[config.mk]
export PLATFORM = sky130hd
export DESIGN_NAME = spi_byte_master
export DESIGN_NICKNAME = d
export VERILOG_FILES = /design/src/rtl/spi_bm_pkg.sv /design/src/rtl/spi_sck_divider.sv /design/src/rtl/spi_shift_engine.sv /design/src/rtl/spi_byte_master.sv
export SDC_FILE = /design/constraint.sdc
export NUM_CORES = 1
export LEC_CHECK = 0
export ABC_AREA = 1
export BUFFER_PORTS_ARGS = -buffer_cell sky130_fd_sc_hd__buf_2
export CAP_MARGIN = 20
export CORE_MARGIN = 5
export CORE_UTILIZATION = 45
export DETAILED_ROUTE_END_ITERATION = 7
export PLACE_DENSITY = 0.77
export SYNTH_ARGS = -nofsm -noshare
export SYNTH_HDL_FRONTEND = slang
export SYNTH_SLANG_ARGS = --single-unit
[constraint.sdc]
create_clock -name clk -period 8.1 [get_ports clk]
set_input_delay 0.81 -clock clk [delete_from_list [all_inputs] [get_ports clk]]
set_output_delay 0.81 -clock clk [all_outputs]
set_load 0.01 [all_outputs]
[src/rtl/spi_bm_pkg.sv]
package spi_bm_pkg;
  localparam int DIV_W = 5;

  localparam int IDX_CTRL  = 0;
  localparam int IDX_STAT  = 1;
  localparam int IDX_SYS   = 2;
  localparam int IDX_TX    = 3;
  localparam int IDX_RX    = 4;
  localparam int IDX_CTRL2 = 5;

  localparam logic [7:0] SYS_RESET = 8'h40;

  typedef struct packed {
    logic             cpha;
    logic             cpol;
    logic             slow;
    logic [DIV_W-1:0] div_n;
  } ctrl_t;
endpackage

[src/rtl/spi_sck_divider.sv]
module spi_sck_divider
  import spi_bm_pkg::*;
#(
  parameter int LO_DIV = 16,
  parameter int HI_DIV = 128
) (
  input  logic             clk,
  input  logic             rst,
  input  logic             run,
  input  logic             slow,
  input  logic [DIV_W-1:0] div_n,
  output logic             tick
);
  localparam int BIG_DIV  = (HI_DIV > LO_DIV) ? HI_DIV : LO_DIV;
  localparam int MAX_HALF = BIG_DIV * (2 ** DIV_W);
  localparam int CNT_W    = $clog2(MAX_HALF + 1);

  logic [CNT_W-1:0] cnt_q;
  logic [CNT_W-1:0] stage;
  logic [CNT_W-1:0] limit;

  always_comb begin
    stage = slow ? CNT_W'(HI_DIV) : CNT_W'(LO_DIV);
    limit = stage * (CNT_W'(div_n) + CNT_W'(1));
  end

  assign tick = run && (cnt_q == limit - CNT_W'(1));

  always_ff @(posedge clk) begin
    if (rst || !run || tick) cnt_q <= '0;
    else                     cnt_q <= cnt_q + CNT_W'(1);
  end
endmodule

[src/rtl/spi_shift_engine.sv]
module spi_shift_engine
  import spi_bm_pkg::*;
#(
  parameter int DATA_W = 8,
  parameter int LO_DIV = 16,
  parameter int HI_DIV = 128
) (
  input  logic              clk,
  input  logic              rst,
  input  logic              start,
  input  logic [DATA_W-1:0] tx_byte,
  input  ctrl_t             cfg,
  input  logic              miso,
  output logic              sck,
  output logic              mosi,
  output logic              busy,
  output logic              done,
  output logic [DATA_W-1:0] rx_byte
);
  localparam int EDGES  = 2 * DATA_W;
  localparam int EDGE_W = $clog2(EDGES);

  logic              busy_q, done_q, sck_q;
  logic              cpha_q, slow_q;
  logic [DIV_W-1:0]  divn_q;
  logic [EDGE_W-1:0] edge_k;
  logic [DATA_W-1:0] tx_sh, rx_sh, rx_q, rx_next;
  logic              tick, is_sample, is_shift, last_edge;

  spi_sck_divider #(.LO_DIV(LO_DIV), .HI_DIV(HI_DIV)) div_i (
    .clk   (clk),
    .rst   (rst),
    .run   (busy_q),
    .slow  (slow_q),
    .div_n (divn_q),
    .tick  (tick)
  );

  always_comb begin
    is_sample = cpha_q ? edge_k[0] : !edge_k[0];
    is_shift  = cpha_q ? (!edge_k[0] && (edge_k != '0)) : edge_k[0];
    last_edge = (edge_k == EDGE_W'(EDGES - 1));
    rx_next   = is_sample ? {rx_sh[DATA_W-2:0], miso} : rx_sh;
  end

  always_ff @(posedge clk) begin
    if (rst) begin
      busy_q <= 1'b0;
      done_q <= 1'b0;
      sck_q  <= 1'b0;
      cpha_q <= 1'b0;
      slow_q <= 1'b0;
      divn_q <= '0;
      edge_k <= '0;
      tx_sh  <= '0;
      rx_sh  <= '0;
      rx_q   <= '0;
    end else begin
      done_q <= 1'b0;
      if (!busy_q) begin
        sck_q <= cfg.cpol;
        if (start) begin
          busy_q <= 1'b1;
          tx_sh  <= tx_byte;
          rx_sh  <= '0;
          cpha_q <= cfg.cpha;
          slow_q <= cfg.slow;
          divn_q <= cfg.div_n;
          edge_k <= '0;
        end
      end else if (tick) begin
        sck_q  <= !sck_q;
        edge_k <= edge_k + EDGE_W'(1);
        rx_sh  <= rx_next;
        if (is_shift) tx_sh <= {tx_sh[DATA_W-2:0], 1'b0};
        if (last_edge) begin
          busy_q <= 1'b0;
          done_q <= 1'b1;
          rx_q   <= rx_next;
        end
      end
    end
  end

  assign sck     = sck_q;
  assign mosi    = tx_sh[DATA_W-1];
  assign busy    = busy_q;
  assign done    = done_q;
  assign rx_byte = rx_q;
endmodule

[src/rtl/spi_byte_master.sv]
module spi_byte_master
  import spi_bm_pkg::*;
#(
  parameter int ADDR_W = 5,
  parameter int LO_DIV = 16,
  parameter int HI_DIV = 128
) (
  input  logic              clk,
  input  logic              rst,
  input  logic [ADDR_W-1:0] bus_addr,
  input  logic              bus_wr,
  input  logic [31:0]       bus_wdata,
  input  logic              bus_rd,
  output logic [31:0]       bus_rdata,
  output logic              sck_o,
  output logic              mosi_o,
  input  logic              miso_i,
  output logic              cs_n_o
);
  localparam int IDX_W = ADDR_W - 2;
  typedef logic [IDX_W-1:0] idx_t;

  idx_t        reg_idx;
  ctrl_t       ctrl_q;
  logic [7:0]  sys_q;
  logic [7:0]  rx_buf;
  logic        rx_full;
  logic [31:0] rdata_q;
  logic        eng_busy, eng_done, stat_busy, start;
  logic [7:0]  eng_rx;
  logic        wr_ctrl, wr_stat, wr_sys, wr_tx, rd_rx;
  logic        unused_bits;

  assign reg_idx     = bus_addr[ADDR_W-1:2];
  assign unused_bits = ^{bus_wdata[31:8], bus_addr[1:0]};

  always_comb begin
    wr_ctrl   = bus_wr && (reg_idx == idx_t'(IDX_CTRL));
    wr_stat   = bus_wr && (reg_idx == idx_t'(IDX_STAT));
    wr_sys    = bus_wr && (reg_idx == idx_t'(IDX_SYS));
    wr_tx     = bus_wr && (reg_idx == idx_t'(IDX_TX));
    rd_rx     = bus_rd && (reg_idx == idx_t'(IDX_RX));
    stat_busy = eng_busy || eng_done;
    start     = wr_tx && !stat_busy;
  end

  spi_shift_engine #(.DATA_W(8), .LO_DIV(LO_DIV), .HI_DIV(HI_DIV)) eng_i (
    .clk     (clk),
    .rst     (rst),
    .start   (start),
    .tx_byte (bus_wdata[7:0]),
    .cfg     (ctrl_q),
    .miso    (miso_i),
    .sck     (sck_o),
    .mosi    (mosi_o),
    .busy    (eng_busy),
    .done    (eng_done),
    .rx_byte (eng_rx)
  );

  always_ff @(posedge clk) begin
    if (rst) begin
      ctrl_q  <= '0;
      sys_q   <= SYS_RESET;
      rx_buf  <= '0;
      rx_full <= 1'b0;
    end else begin
      if (wr_ctrl) ctrl_q <= ctrl_t'(bus_wdata[7:0]);
      if (wr_sys)  sys_q  <= bus_wdata[7:0];
      if (eng_done) begin
        rx_buf  <= eng_rx;
        rx_full <= 1'b1;
      end else if (rd_rx || (wr_stat && !bus_wdata[2])) begin
        rx_full <= 1'b0;
      end
    end
  end

  always_ff @(posedge clk) begin
    if (rst || !bus_rd) begin
      rdata_q <= '0;
    end else begin
      case (reg_idx)
        idx_t'(IDX_CTRL): rdata_q <= {24'd0, ctrl_q};
        idx_t'(IDX_STAT): rdata_q <= {29'd0, rx_full, 1'b0, stat_busy};
        idx_t'(IDX_SYS):  rdata_q <= {24'd0, sys_q};
        idx_t'(IDX_RX):   rdata_q <= {24'd0, rx_buf};
        default:          rdata_q <= '0;
      endcase
    end
  end

  assign bus_rdata = rdata_q;
  assign cs_n_o    = sys_q[6];
endmodule

After elaboration in Yosys (flattened, before gate mapping)
Cells that the tools add are included.
{"block": "word_totals", "register_bits": 108, "input_bits": 42, "output_inout_bits": 35}
{"block": "op_classes", "add_sub_neg": 4, "multipliers": 1, "n_eq_ne": 8, "mux": 24, "bitwise_logic": 2, "reduce_logical": 29}
{"operator": "$mux 8", "n": 9}
{"operator": "$pmux 8 s4", "n": 1}
{"operator": "$add 13x1->13 const B", "n": 1}
{"operator": "$eq 13x13->1", "n": 1}
{"operator": "$mul 13x6->13", "n": 1}
{"operator": "$sub 13x1->13 const B", "n": 1}
{"operator": "$mux 4", "n": 3}
{"operator": "$mux 1", "n": 11}
{"operator": "$logic_and 1x1->1", "n": 9}
{"operator": "$add 5x1->6 const B", "n": 1}
{"operator": "$eq 3x2->1 const B", "n": 2}
{"operator": "$logic_not 1->1", "n": 6}
{"operator": "$reduce_and 3->1", "n": 2}
{"operator": "$logic_or 1x1->1", "n": 5}
{"operator": "$add 4x1->4 const B", "n": 1}
{"operator": "$eq 4x4->1 const B", "n": 1}
{"operator": "$ne 2x2->1 const B", "n": 2}
{"operator": "$reduce_and 2->1", "n": 2}
{"operator": "$reduce_bool 2->1", "n": 2}
{"operator": "$reduce_bool 4->1", "n": 1}
{"operator": "$eq 3x1->1 const B", "n": 1}
{"operator": "$eq 3x3->1 const B", "n": 1}
{"operator": "$logic_not 3->1", "n": 1}
{"operator": "$reduce_or 3->1", "n": 1}
{"operator": "$not 1->1", "n": 2}

Depth between registers and ports, before layout
{"block": "depth", "depth_word": 7, "depth_mapped": 25, "ltp_nobuf": 24}

Modules after synthesis
From an unflattened synthesis, not the netlist that was laid out.
{"block": "hier_totals", "cells_unflattened": 681, "area_unflattened_um2": 4680.7}
{"mod": "spi_shift_engine", "n_inst": 1, "cells_each": 245, "area_per_inst_um2": 1727.9}
{"mod": "spi_byte_master", "n_inst": 1, "cells_each": 212, "area_per_inst_um2": 1550.2}
{"mod": "spi_sck_divider", "n_inst": 1, "cells_each": 224, "area_per_inst_um2": 1402.6}

Worst setup path after synthesis
No wires, ideal clock.
{"block": "synth_timing", "kind": "register -> register", "from": "reg eng_i.divn_q[0]", "to": "reg eng_i.rx_q[1] (netlist: eng_i.rx_byte[1])", "setup_time_ns": 0.113, "arrival_ns": 3.374, "t_required_ns": 7.987, "slack_ns": 4.613, "stages_incl_launch_ff": 23, "path_cell_list": "dfxtp_1 -> ha_1 -> nand3_1 -> nand2_1 -> nand2_1 -> nor2_1 -> ha_1 -> xnor2_1 -> ha_1 -> ha_1 -> ha_1 -> a21oi_1 -> o21ai_0 -> a21o_1 -> inv_1 -> nand2_1 -> nand2_2 -> inv_2 -> nor2_4 -> nand3_4 -> buf_6 -> nor2_1 -> nor2_1"}
{"block": "synth_between", "elab_chain_len": 6}
{"element": "from (decl)", "line": "spi_shift_engine.sv:25", "rtl": "logic [DIV_W-1:0] divn_q;"}
{"element": "from (signal assigned)", "line": "spi_shift_engine.sv:68", "rtl": "divn_q <= cfg.div_n;"}
{"element": "$add 5x1->6", "line": "spi_sck_divider.sv:24", "rtl": "limit = stage * (CNT_W'(div_n) + CNT_W'(1));"}
{"element": "$mul 13x6->13", "line": "spi_sck_divider.sv:24"}
{"element": "$sub 13x1->13", "line": "spi_sck_divider.sv:27", "rtl": "assign tick = run && (cnt_q == limit - CNT_W'(1));"}
{"element": "$eq 13x13->1", "line": "spi_sck_divider.sv:27"}
{"element": "$logic_and 1x1->1", "line": "spi_sck_divider.sv:27"}
{"element": "$reduce_and 3->1 (no line)"}
{"element": "to (signal assigned)", "line": "spi_shift_engine.sv:79", "rtl": "rx_q <= rx_next;"}
{"element": "to (decl)", "line": "spi_shift_engine.sv:27", "rtl": "logic [DATA_W-1:0] tx_sh, rx_sh, rx_q, rx_next;"}
Every way passes these cells.
A chain may end at the register's enable or synchronous reset.

Worst setup path in the final report
{"block": "layout_timing", "from": "reg eng_i.divn_q[0]", "to": "reg eng_i.rx_sh[0]"}
{"block": "layout_between", "elab_chain_len": 7}
{"element": "$add 5x1->6", "line": "spi_sck_divider.sv:24"}
{"element": "$mul 13x6->13", "line": "spi_sck_divider.sv:24"}
{"element": "$sub 13x1->13", "line": "spi_sck_divider.sv:27"}
{"element": "$eq 13x13->1", "line": "spi_sck_divider.sv:27"}
{"element": "$logic_and 1x1->1", "line": "spi_sck_divider.sv:27"}
{"element": "$ne 2x2->1 (no line)"}
{"element": "$reduce_and 2->1 (no line)"}
{"element": "to (signal assigned)", "line": "spi_shift_engine.sv:74", "rtl": "rx_sh <= rx_next;"}
{"element": "to (decl)", "line": "spi_shift_engine.sv:27"}
Every way passes these cells.

==> run metrics <==
core area 0.0102 mm2; Final GP Congestion 0.859; number of top-level pins between 70 and 80; Final Hold Violating Endpoints 0; half-perimeter wire length after detailed placement 6.98 mm; Max Fanout on Critical Path 13; initial standard-cell utilization of the core 45.7%; total clock sinks 84; total number of vias 3,944; crit path launch type flop; number of remaining DRC errors 0; library cells used by synthesis 41; clock network fraction of total power 35.1%; Placed Instance Area 0.00481 mm2; first-pass GRT wire length approximately 16 mm; worst clock skew 12.6 ps; # diodes 0; arrival time of data at the critical path endpoint 4220 ps; Post-Syn Instances 660; placement row count 37; setup repair after global routing missed its margin false; net switching power of the design approximately 0.27 mW; post-synthesis cell type with the largest combined area dfxtp_1; buffers inserted during post-CTS setup optimization 0; number of synthesized flops with an enable pin 0; total wire length after detailed routing ~9.3 mm; post-synth top area share a little over a third; average via count per standard cell 4.80; clock edge transition at the registers on the reported setup and hold paths ~100 ps; cell count after placement 805; Worst Path Class, Setup reg2reg; slew margin rel. around 34%; clock tree buffer depth 2; layout-stage area growth over the synthesis result 6.90%; MaxCap Viol Count 0; outcome completed; critical path capture point type flop; total of warnings raised by yosys 0; drt first-iter violations 242; max frequency 0.253 GHz; number of optimization iterations in the first detailed-route pass 4; leakage power of the design approximately 2.3 nW; shortest clock period the worst path allows after layout 3960 ps; maximum number of pins on one net before global-route repair 43; initial antenna violation count 0; Post-Syn Area 0.00468 mm2; Pwr per Cell Area 171 mW/mm2; synthesized area divided by synthesized cell count just over 7 um2; share of layout cells above drive strength 1 11.4%; WL per Instance between 10 and 15 um; clock root buffer clkbuf_8; Combinational Power Share 15.3%; Async S/R FF share, synth 0%; part of the total power dissipated in sequential elements 49.6%; max-slew violation count 0; required arrival time at the worst endpoint 8360 ps; FILL cells between 1,000 and 1,500; Die Y 112 um; Primary FF master, synth dfxtp_1; count of nets left with antenna violations after detail routing 0; largest vdd supply drop 105 uV; number of synthesized register bits 84; r2r setup slk 4140 ps; post-route non-filler standard cell count 821; final non-filler cell area about 0.0050 mm2; count of port buffers added during placement 26; global route total overflow 0; Final TNS setup 0 ps; top cells by count, synth nand2_1 (136), inv_1 (85), dfxtp_1 (84); total of endpoints with negative setup slack in the final report 0; most numerous cell in the Yosys netlist nand2_1; Die Outline Area approximately 0.013 mm2; top cells by area in the synthesized netlist dfxtp_1 (36%), nand2_1 (11%), inv_1 (6.8%); number of buffers inserted by hold repair at cts 0; Final Net Count 744; clock latency on the worst-skew pair 370 ps; clock buffers created by TritonCTS 9; Die X-Extent 112 um; class of the most critical hold timing path reg2reg; portion of the clock cycle consumed by the worst path in the final layout 48.9%; number of global-route vias before repair roughly 3,500; gr usage total 15.1%; net switching fraction of the power 31.6%; TritonCTS clock tree done; Int Power 0.585 mW; worst hold slack 456 ps; Tightest Pin Transition just under 1000 ps; count of instances resized after the clock tree is built 0; sequential share of the synthesized area between 30% and 40%; number of H-tree levels 3
-- path summary, 6_finish.rpt --
kind	from	cells after the start	endpoint
max reg2reg	eng_i.divn_q[0]	21	eng_i.rx_sh[0]
max	eng_i.divn_q[0]	21	eng_i.rx_sh[0]
min	eng_i.div_i.cnt_q[0]	1	eng_i.div_i.cnt_q[0]
min reg2reg	eng_i.div_i.cnt_q[0]	1	eng_i.div_i.cnt_q[0]
-- state kept, by name, indices dropped and copies added (netlist names), 4 cells and up --
register,cells
ctrl_q,8
eng_i.rx_byte,8
eng_i.edge_k,4
eng_i.divn_q,5
eng_i.rx_sh,8
bus_rdata,8
sys_q,8
eng_i.tx_sh,8
eng_i.div_i.cnt_q,13
rx_buf,8
-- cells in the final DEF (no fill, tap or decap), drive strengths merged --
cell / instances
nand2: 148
inv: 92
dfxtp: 84
nor2: 80
o21ai: 51
nand3: 46
a21oi: 43
buf: 28
conb: 24
ha: 22
xor2: 13
nand4: 10
clkbuf: 9
o211ai: 6
nor3b: 5
nor3: 4
clkinv: 4
xnor2: 3
a221oi: 2
o311ai: 2
a22oi: 2
or2: 1
a21o: 1
o21a: 1
nand3b: 1
o22ai: 1
mux2i: 1
a31oi: 1
-- critical path, cell delays in order, from the launching register on --
cell,delay [ps]
dfxtp_1,460
ha_1,240
nand4_1,130
nand2_1,110
nor2_1,50
ha_1,320
xnor2_1,130
ha_1,290
ha_1,290
ha_1,350
xor2_1,170
nand3b_1,160
nand2_1,80
nand2_1,90
nor2_2,110
nand2_1,70
nor2_2,170
nand3_4,160
nand2_4,180
inv_1,140
nor2_1,110
nor2_1,50
-- power groups by stage --
| stage | sequential, mW | clock (mW) | combinational, mW |
|---|---|---|---|
| after detailed placement | 0.434 | 0 | 0.130 |
| after floorplan | 0.433 | 0 | 0.112 |
| after CTS | 0.425 | 0.306 | 0.131 |
| final | 0.425 | 0.300 | 0.131 |
| after global routing | 0.426 | 0.326 | 0.151 |
| after global placement | 0.434 | 0 | 0.128 |
-- layout make-up --
class / instances / area [um2] / share of cell area (%)
multi-input combinational: 468 / 2470 / 49.5
clock buffer: 9 / 124 / 2.48
timing repair buffer: 28 / 145 / 2.90
inverter: 89 / 334 / 6.68
tap: 136 / 170 / 3.40
clock inverter: 7 / 71.3 / 1.43
sequential: 84 / 1680 / 33.6
-- metrics by stage --
| stage | power [mW] | utilization, % | setup WS (ps) |
|---|---|---|---|
| global placement | 0.562 | 47.0 | 4200 |
| detailed placement | 0.564 | 47.0 | 4140 |
| floorplan | 0.546 | - | 4610 |
| CTS | 0.862 | 48.9 | 4110 |
| global route | 0.903 | 48.9 | 3720 |
| finish | 0.856 | 48.9 | 4140 |
-- layer usage --
layer  share of wire, %  global-route usage (%)  vias to the layer above
li1                   -                       -                     2109
met1                 46                    19.5                     1738
met2                 48                    25.0                       83
met3                5.0                    3.86                       14
met4                1.1                    4.25                        0
met5                  0                       0                        -
-- kinds of logic (layout without fill, tap and decap cells) --
group | count (synthesis) | count (layout) | synth area share, %
muxes | 1 | 1 | 0.214
DFF | 84 | 84 | 35.9
and+or+nand+nor | 295 | 295 | 29.0
xor gates and xnor gates | 16 | 16 | 3.00
AOI/OAI and AO/OA | 110 | 110 | 12.8
buffers and inverters | 131 | 133 | 13.0
adders and majority gates | 22 | 22 | 5.88
other | 1 | 24 | 0.0802
(Power assumes the default switching activity.)
